--- src/rtl/pwm_dac_pkg.sv ---
// Package: constants and types shared by the PWM DAC bank.
// Assumes 8-bit codes; the frame wrap values follow from that width.
package pwm_dac_pkg;
    localparam int          CODE_W     = 8;
    localparam logic [7:0]  RESET_CODE = 8'h80;
    localparam logic [7:0]  WRAP_LONG  = 8'd255;   // last step of 256-step frame
    localparam logic [7:0]  WRAP_SHORT = 8'd252;   // last step of 253-step frame

    typedef struct packed {
        logic fast;
        logic short_frame;
    } pwm_mode_t;
endpackage

--- src/rtl/pwm_step_gen.sv ---
// Step prescaler: emits a one-cycle step enable every BASE_DIV clocks,
// or every BASE_DIV/2 clocks when fast is set.
// Assumes BASE_DIV is even and at least 4, so a step is always >= 2 clocks.
module pwm_step_gen #(
    parameter int BASE_DIV = 4
) (
    input  logic clk,
    input  logic rst_n,
    input  logic fast,
    output logic step_en
);
    localparam int CW = (BASE_DIV > 2) ? $clog2(BASE_DIV) : 1;

    logic [CW-1:0] div_cnt;
    logic [CW-1:0] last_cnt;

    // Pick the terminal count for the selected rate.
    always_comb begin
        last_cnt = fast ? CW'(BASE_DIV/2 - 1) : CW'(BASE_DIV - 1);
        step_en  = (div_cnt >= last_cnt);
    end

    // Divider counter; >= guards a rate switch while above the new limit.
    always_ff @(posedge clk) begin
        if (!rst_n)       div_cnt <= '0;
        else if (step_en) div_cnt <= '0;
        else              div_cnt <= div_cnt + 1'b1;
    end


    step_single_chk: assert property (@(posedge clk) disable iff (!rst_n)
        step_en |=> !step_en);

    initial begin
        if (BASE_DIV < 4 || (BASE_DIV % 2) != 0)
            $error("pwm_step_gen: BASE_DIV must be even and >= 4");
    end
endmodule

--- src/rtl/pwm_frame_ctr.sv ---
// Shared frame counter: advances on each step and wraps at 252 or 255.
// A change of either mode input restarts it at the next step.
// Assumes mode inputs are synchronous to clk.
module pwm_frame_ctr
    import pwm_dac_pkg::*;
(
    input  logic             clk,
    input  logic             rst_n,
    input  logic             step_en,
    input  pwm_mode_t        mode_in,
    output logic [CODE_W-1:0] frame_cnt,
    output logic             frame_load
);
    pwm_mode_t        mode_q;
    logic             pending_q;
    logic             mode_chg;
    logic             restart;
    logic [CODE_W-1:0] wrap_val;

    // Detect a mode change and pick the wrap value for the held mode.
    always_comb begin
        mode_chg   = (mode_in != mode_q);
        restart    = pending_q | mode_chg;
        wrap_val   = mode_q.short_frame ? WRAP_SHORT : WRAP_LONG;
        frame_load = step_en && (restart || frame_cnt == wrap_val);
    end

    // Hold the mode, remember a pending restart, and step the counter.
    always_ff @(posedge clk) begin
        if (!rst_n) begin
            mode_q    <= '0;
            pending_q <= 1'b0;
            frame_cnt <= '0;
        end else begin
            mode_q    <= mode_in;
            pending_q <= restart & ~step_en;
            if (step_en) begin
                if (frame_load) frame_cnt <= '0;
                else            frame_cnt <= frame_cnt + 1'b1;
            end
        end
    end


    cnt_bound_chk: assert property (@(posedge clk) disable iff (!rst_n)
        !pending_q |-> (frame_cnt <= wrap_val));


    load_zero_chk: assert property (@(posedge clk) disable iff (!rst_n)
        frame_load |=> (frame_cnt == '0));
endmodule

--- src/rtl/pwm_channel.sv ---
// One channel: a software-visible code register, a shadow copy loaded at
// the frame boundary, and a registered compare that drives the output.
// Assumes frame_load coincides with the counter returning to zero.
module pwm_channel
    import pwm_dac_pkg::*;
(
    input  logic              clk,
    input  logic              rst_n,
    input  logic              wr_en,
    input  logic [CODE_W-1:0] wdata,
    input  logic              frame_load,
    input  logic [CODE_W-1:0] frame_cnt,
    output logic [CODE_W-1:0] code_q,
    output logic              pwm_o
);
    logic [CODE_W-1:0] shadow_q;

    // Software-visible code register.
    always_ff @(posedge clk) begin
        if (!rst_n)     code_q <= RESET_CODE;
        else if (wr_en) code_q <= wdata;
    end

    // Shadow copy follows the code only at a frame boundary.
    always_ff @(posedge clk) begin
        if (!rst_n)          shadow_q <= RESET_CODE;
        else if (frame_load) shadow_q <= code_q;
    end

    // Registered compare: high while the frame step is below the code.
    always_ff @(posedge clk) begin
        if (!rst_n) pwm_o <= 1'b0;
        else        pwm_o <= (frame_cnt < shadow_q);
    end


    zero_low_chk: assert property (@(posedge clk) disable iff (!rst_n)
        ($past(shadow_q) == '0) |-> !pwm_o);
endmodule

--- src/rtl/pwm_dac_bank.sv ---
// Top: four-channel PWM DAC bank with a register port. One prescaler and
// one frame counter feed NUM_CH channel slices.
// Assumes control inputs are synchronous to clk.
module pwm_dac_bank
    import pwm_dac_pkg::*;
#(
    parameter int NUM_CH   = 4,
    parameter int BASE_DIV = 4,
    localparam int SEL_W   = (NUM_CH > 1) ? $clog2(NUM_CH) : 1
) (
    input  logic              clk,
    input  logic              rst_n,
    input  logic [SEL_W-1:0]  reg_sel,
    input  logic              reg_wr,
    input  logic [CODE_W-1:0] reg_wdata,
    output logic [CODE_W-1:0] reg_rdata,
    input  logic              fast_sel,
    input  logic              short_frame,
    output logic [NUM_CH-1:0] pwm_out
);
    logic              step_en;
    logic              frame_load;
    logic [CODE_W-1:0] frame_cnt;
    pwm_mode_t         mode;
    logic [CODE_W-1:0] code_arr [NUM_CH];

    // Bundle the two control bits.
    always_comb begin
        mode.fast        = fast_sel;
        mode.short_frame = short_frame;
    end

    pwm_step_gen #(.BASE_DIV(BASE_DIV)) u_step (
        .clk     (clk),
        .rst_n   (rst_n),
        .fast    (fast_sel),
        .step_en (step_en)
    );

    pwm_frame_ctr u_frame (
        .clk        (clk),
        .rst_n      (rst_n),
        .step_en    (step_en),
        .mode_in    (mode),
        .frame_cnt  (frame_cnt),
        .frame_load (frame_load)
    );

    for (genvar i = 0; i < NUM_CH; i++) begin : g_ch
        pwm_channel u_ch (
            .clk        (clk),
            .rst_n      (rst_n),
            .wr_en      (reg_wr && (reg_sel == SEL_W'(i))),
            .wdata      (reg_wdata),
            .frame_load (frame_load),
            .frame_cnt  (frame_cnt),
            .code_q     (code_arr[i]),
            .pwm_o      (pwm_out[i])
        );


        rise_at_start_chk: assert property (@(posedge clk) disable iff (!rst_n)
            $rose(pwm_out[i]) |-> ($past(frame_cnt) == '0));
    end

    // Read-back mux for the selected channel.
    always_comb begin
        reg_rdata = code_arr[reg_sel];
    end


    readback_chk: assert property (@(posedge clk) disable iff (!rst_n)
        reg_wr |=> (!$stable(reg_sel) || reg_rdata == $past(reg_wdata)));
endmodule

--- config.mk ---
export PLATFORM = sky130hd
export DESIGN_NAME = pwm_dac_bank
export DESIGN_NICKNAME = d
export VERILOG_FILES = /design/src/rtl/pwm_dac_pkg.sv /design/src/rtl/pwm_step_gen.sv /design/src/rtl/pwm_frame_ctr.sv /design/src/rtl/pwm_channel.sv /design/src/rtl/pwm_dac_bank.sv
export SDC_FILE = /design/constraint.sdc
export NUM_CORES = 1
export LEC_CHECK = 0
export BUFFER_PORTS_ARGS = -buffer_cell sky130_fd_sc_hd__buf_2
export CORE_MARGIN = 1
export CORE_UTILIZATION = 39
export DETAILED_ROUTE_END_ITERATION = 10
export GPL_TIMING_DRIVEN = 0
export PLACE_DENSITY = 0.61
export SETUP_SLACK_MARGIN = 0.2
export SLEW_MARGIN = 20
export SYNTH_ARGS = -nofsm -noshare
export SYNTH_HDL_FRONTEND = slang
export SYNTH_HIERARCHICAL = 1
export SYNTH_SLANG_ARGS = --single-unit
--- constraint.sdc ---
create_clock -name clk -period 1.8 [get_ports clk]
set_clock_uncertainty 0.1 [all_clocks]
set_input_delay 0.09 -clock clk [delete_from_list [all_inputs] [get_ports clk]]
set_output_delay 0.09 -clock clk [all_outputs]
set_load 0.005 [all_outputs]
### Word level (Yosys, flattened, before mapping)

Cells that the tools add are included.

| cells by class | value |
|---|---|
| add/subtract/negate cells | 2 |
| $mul | 0 |
| divide/modulo/power cells | 0 |
| magnitude comparators | 6 |
| equality and inequality tests | 5 |
| shift operators | 0 |
| muxes and demuxes | 6 |
| bitwise gates (word level) | 5 |
| reduce and logical (&&, ||, !) cells | 8 |

Operator list:

| kind | number |
|---|---|
| $lt A8 B8 Y1 | 4 |
| $mux W8 | 3 |
| $bmux W8 S2 | 1 |
| $add A8 B1 Y8 const B | 1 |
| $eq A8 B8 Y1 | 1 |
| $logic_and A1 B1 Y1 | 5 |
| $eq A2 B2 Y1 const B | 2 |
| $mux W2 | 2 |
| $ge A3 B3 Y1 const B | 1 |
| $not A2 Y3 | 1 |
| $add A2 B1 Y2 const B | 1 |
| $eq A2 B1 Y1 const B | 1 |
| $ge A2 B2 Y1 | 1 |
| $logic_not A2 Y1 | 1 |
| $ne A2 B2 Y1 | 1 |
| $not A1 Y1 | 2 |
| $reduce_or A2 Y1 | 1 |
| $and A1 B1 Y1 | 1 |
| $logic_or A1 B1 Y1 | 1 |
| $or A1 B1 Y1 | 1 |

| storage, ports and cells | value |
|---|---|
| flip-flop bits (word level) | 81 |
| bits in latches | 0 |
| RAM bits | 0 |
| ROM bits | 0 |
| output and inout port bits | 12 |
| word-level logic and storage cells | 49 |
| memories | 0 |

### Depth between registers and ports, before layout

| logic depth | value |
|---|---|
| depth after elaboration | 5 |
| mapped depth | 7 |
| depth with buffers taken out | 6 |

### Modules after synthesis

Netlist, hierarchy kept.

By module, submodules not included:

| module | instances | cells each | area each (µm²) | sequential area each (µm²) |
|---|---|---|---|---|
| pwm_channel | 4 | 78 | 804.5 | 340.3 |
| pwm_frame_ctr | 1 | 53 | 513.0 | 220.2 |
| pwm_dac_bank | 1 | 14 | 239.0 | 0.0 |
| pwm_step_gen | 1 | 9 | 93.8 | 40.0 |

### Worst setup path before layout

Ideal clock, no wire load.

| timing path | value |
|---|---|
| path kind | flip-flop to flip-flop |
| start | register u_frame.frame_cnt[0] |
| end | register g_ch[0].u_ch.shadow_q[0] |
| library setup time | 0.116 ns |
| arrival time | 1.548 ns |
| path slack | 0.036 ns |
| cell stages (with the launch flop) | 8 |
| buffers on the path | 1 |
| clock period less this slack | 1.764 ns |
| path through | dfxtp_1 -> and3b_1 -> a21oi_2 -> nor3_1 -> o41a_1 -> buf_6 -> mux2i_1 -> nor2b_1 |

| between the ends | value |
|---|---|
| cells in the longest elaborated chain, start to end | 3 |

Ends and longest elaborated chain:

| what | RTL line | RTL |
|---|---|---|
| from (decl) | pwm_frame_ctr.sv:11 | `output logic [CODE_W-1:0] frame_cnt,` |
| from (signal assigned) | pwm_frame_ctr.sv:39 | `else frame_cnt <= frame_cnt + 1'b1;` |
| $eq A8 B8 Y1 | pwm_frame_ctr.sv:25 | `frame_load = step_en && (restart \|\| frame_cnt == wrap_val);` |
| $logic_or A1 B1 Y1 | pwm_frame_ctr.sv:25 |  |
| $logic_and A1 B1 Y1 | pwm_frame_ctr.sv:25 |  |
| net frame_load | pwm_dac_bank.sv:22 | `logic frame_load;` |
| to (signal assigned) | pwm_channel.sv:27 | `else if (frame_load) shadow_q <= code_q;` |
| to (decl) | pwm_channel.sv:16 | `logic [CODE_W-1:0] shadow_q;` |

The timed path passes the listed nets, and every way through them passes these cells.
A chain may end at the register's enable or synchronous reset.

### Worst setup path in the final report

| timing path | value |
|---|---|
| start | register u_frame.frame_cnt[0] |
| end | register g_ch[2].u_ch.shadow_q[6] |

| between the ends | value |
|---|---|
| cells in the longest elaborated chain, start to end | 3 |

Ends and longest elaborated chain:

| what | RTL line |
|---|---|
| $eq A8 B8 Y1 | pwm_frame_ctr.sv:25 |
| $logic_or A1 B1 Y1 | pwm_frame_ctr.sv:25 |
| $logic_and A1 B1 Y1 | pwm_frame_ctr.sv:25 |
| net frame_load | pwm_dac_bank.sv:22 |
| to (signal assigned) | pwm_channel.sv:27 |
| to (decl) | pwm_channel.sv:16 |

The timed path passes the listed nets, and every way through them passes these cells.

==> flow_metrics.tcl <==
set metrics [dict create \
    status "finished with violations" \
    violations "setup timing" \
    dp_worst_setup_slack_ps -323.2 \
    diodes 0 \
    design_area_um2 4913 \
    final_cells 589 \
    synth-seq-cells 81 \
    synth_flop_cell "dfxtp_1" \
    post-route-period-util 1.016 \
    powerDensity_nw_per_um2 802.5 \
    clkPwrFrac 0.377 \
    drv_slew 0 \
    criticalPathCategory "reg -> reg" \
    cts-buffers-inserted 9 \
    ir_drop_mv 0.6010 \
    p_sw_uw 978.2 \
    dpl.hpwl_mm 6.432 \
    syn2layout_area_growth_pct 20.91 \
    r2r-end "g_ch[2].u_ch/shadow_q[6]" \
    fmax_mhz 546.9 \
    track_usage 0.1846 \
    std_cell_rows 36 \
    cp_max_fo 9 \
    maxCapViolations 0 \
    p_leak_uw 0.001886 \
    drc_errors 0 \
    p_comb_frac 0.142 \
    synthMostInstantiatedCell "dfxtp_1" \
    rrSetupSlack_ps -30 \
    root_buffer "clkbuf_8" \
    port_buffers 26 \
    clk_latency_ps 350 \
    p_seq_frac 0.481 \
    cts.sinks 81 \
    tightest_slew_ps 665.0 \
    design.die.area_um2 10830 \
    setup_slack_ps -28.64 \
    max_slew_margin 0.5567 \
    start_util 0.4082 \
    grt_antenna_before_repair 0 \
    final_hold_viol_count 0 \
    coreArea_um2 9955 \
    drt_iter0_markers 108 \
    first_pass_iters 5 \
    cts_tree "yes" \
    yosys.area.top_type "dfxtp_1" \
    routed_wl_mm 9.438 \
    dieHeight_um 104.1 \
    final_util 0.4936 \
    clk_path_buf_depth 2 \
    ys_seq_area_frac 0.3990 \
    crit_path_end "g_ch[2].u_ch/shadow_q[6]" \
    synth_edf_count 0 \
    path_clk_slew_ps 80 \
    num_io_pins 27 \
    finalWeightedCongestion 0.7817 \
    nets 496 \
    grt_pass1_wl_mm 15.12 \
    grt_overflow 0 \
    vias 2919 \
    ant_nets 0 \
    worstPathRequired_ps 1940 \
    ys_top_cells_by_area "dfxtp_1 (40%), mux2i_1 (15%), nor2b_1 (9.9%)" \
    yosysWarnings 6 \
    timing.rr.start "u_frame/frame_cnt[0]" \
    syn-instance-count 388 \
    crit_path_end_kind "flop" \
    swShare 0.2481 \
    synth_nets 433 \
    die_w_um 104.1 \
    dp_cells 547 \
    crit_arrival_ps 1970 \
    drive_above_1_share 0.2325 \
    vias_per_cell 4.956 \
    htree_levels 3 \
    finalSetupViolCount 21 \
    hp-class "in -> reg" \
    synth_area_per_cell_um2 10.47 \
    grt_pass1_vias 2808 \
    grt_start_max_net_pins 38 \
    netlist_area_um2 4064 \
    placed_area_um2 4368 \
    routedWlPerCell_um 16.02 \
    ys_async_sr_fraction 0 \
    holdWs_ps 72.24 \
    rsz0062_at_grt "yes" \
    synth_cell_types 35 \
    intPower_uw 2965 \
    synth.top_cell.area_share 0.3990 \
    min_period_ps 1829 \
    reg2regPathDepth 8 \
    crit_start "u_frame/frame_cnt[0]" \
    start_kind "flop" \
    synth_common_cells "dfxtp_1 (81), nor2b_1 (64), mux2i_1 (61), ha_1 (30), inv_1 (28)" \
]
[power groups by stage]
stage                     combinational [uW]  sequential (uW)  clock [uW]
after global routing                     610             1900        1610
after CTS                                541             1900        1530
final                                    562             1900        1490
after floorplan                          331             1930           0
after detailed placement                 450             1960           0
after global placement                   442             1950           0
[cell families after synthesis]
family / count (synthesis) / synth area share
DFF: 81 / 0.3990
xor gates and xnor gates: 9 / 0.01940
muxes: 69 / 0.1964
AOI/OAI and AO/OA: 34 / 0.06527
adders and majority gates: 30 / 0.09236
buffers and inverters: 43 / 0.05819
and+or+nand+nor: 122 / 0.1693
[metal layers]
metal  global-route usage  wire, um  vias up
met1               0.2447      4432     1391
met2               0.2905      4291       56
met3              0.03571       496       16
met4              0.08265       216        0
li1                     -         -     1456
met5                    0         0        -
[sequential cells by signal, summed over array words and instances (netlist names)]
name / count
g_ch.u_ch/pwm_o: 4
u_step/div_cnt: 2
u_frame/frame_cnt: 8
g_ch.u_ch/code_q: 32
g_ch.u_ch/shadow_q: 32
u_frame/pending_q: 1
u_frame/mode_q: 2
[critical path, cell delays in order (launching register included)]
cell	delay, ps
dfxtp_4	360
and3b_1	190
a21oi_2	120
nor3_1	80
o41a_1	340
buf_4	170
buf_8	140
mux2i_1	160
nor2b_1	60
[how the worst min path moves through the flow]
stage | to | startpoint | slack (ps) | cells after the start
5_1_grt | u_step/div_cnt[1] | fast_sel | 90 | 4
6_report | u_frame/pending_q | short_frame | 70 | 4
2_1_floorplan | u_frame/mode_q[0] | short_frame | 110 | 1
4_1_cts | u_frame/pending_q | short_frame | 60 | 4
3_5_place_dp | u_frame/mode_q[0] | short_frame | 230 | 2
3_3_place_gp | u_frame/mode_q[0] | short_frame | 230 | 2
[layout by cell type (no fill, tap or decap), types with 3 or more instances in the layout]
cell           netlist  routed
nor2_4               0       5
nand2_1             15      15
inv_1               28      28
mux4_2               6       7
a21oi_1              4       4
ha_1                30      29
xnor2_1              3       3
nand4_1              8       8
nor2_1              20      15
buf_2                6      31
buf_4                0      13
dlygate4sd3_1        0      10
nor2b_1             64      64
mux2i_1             61      61
o211ai_1             4       4
a211oi_2             4       4
a211oi_1             4       4
dfxtp_1             81      71
o21ai_0              8       8
clkbuf_8             0      10
buf_6                9      11
o21ai_1              4       4
dfxtp_2              0       4
dfxtp_4              0       6
xor2_1               6       6
[cell type report]
cell class	count	area (um2)
timing repair buffer	52	361.6
buffer	15	145.1
tap	133	166.4
sequential	81	1649
multi-input combinational	264	2265
clock inverter	4	76.32
clock buffer	12	145.1
fill	887	5041
inverter	28	105.1
[timing repair]
| item | 4_1_cts | 5_1_grt |
|---|---|---|
| gates cloned | 0 | 0 |
| endpoints found under the hold margin | 34 | 0 |
| setup endpoints to repair | 44 | 42 |
| pin swaps | 12 | 3 |
| gates resized for setup | 17 | 15 |
| buffers inserted | 15 | 1 |
| hold buffers | 10 | 0 |
[through the flow]
stage          TNS [ps]  total power (uW)
6_report         -258.9              3943
5_1_grt           -1673              4121
4_1_cts           -1704              3964
3_5_place_dp      -9204              2405
3_3_place_gp      -9324              2395
2_1_floorplan         0              2263
Note: power is estimated with default switching activity, not from simulation.
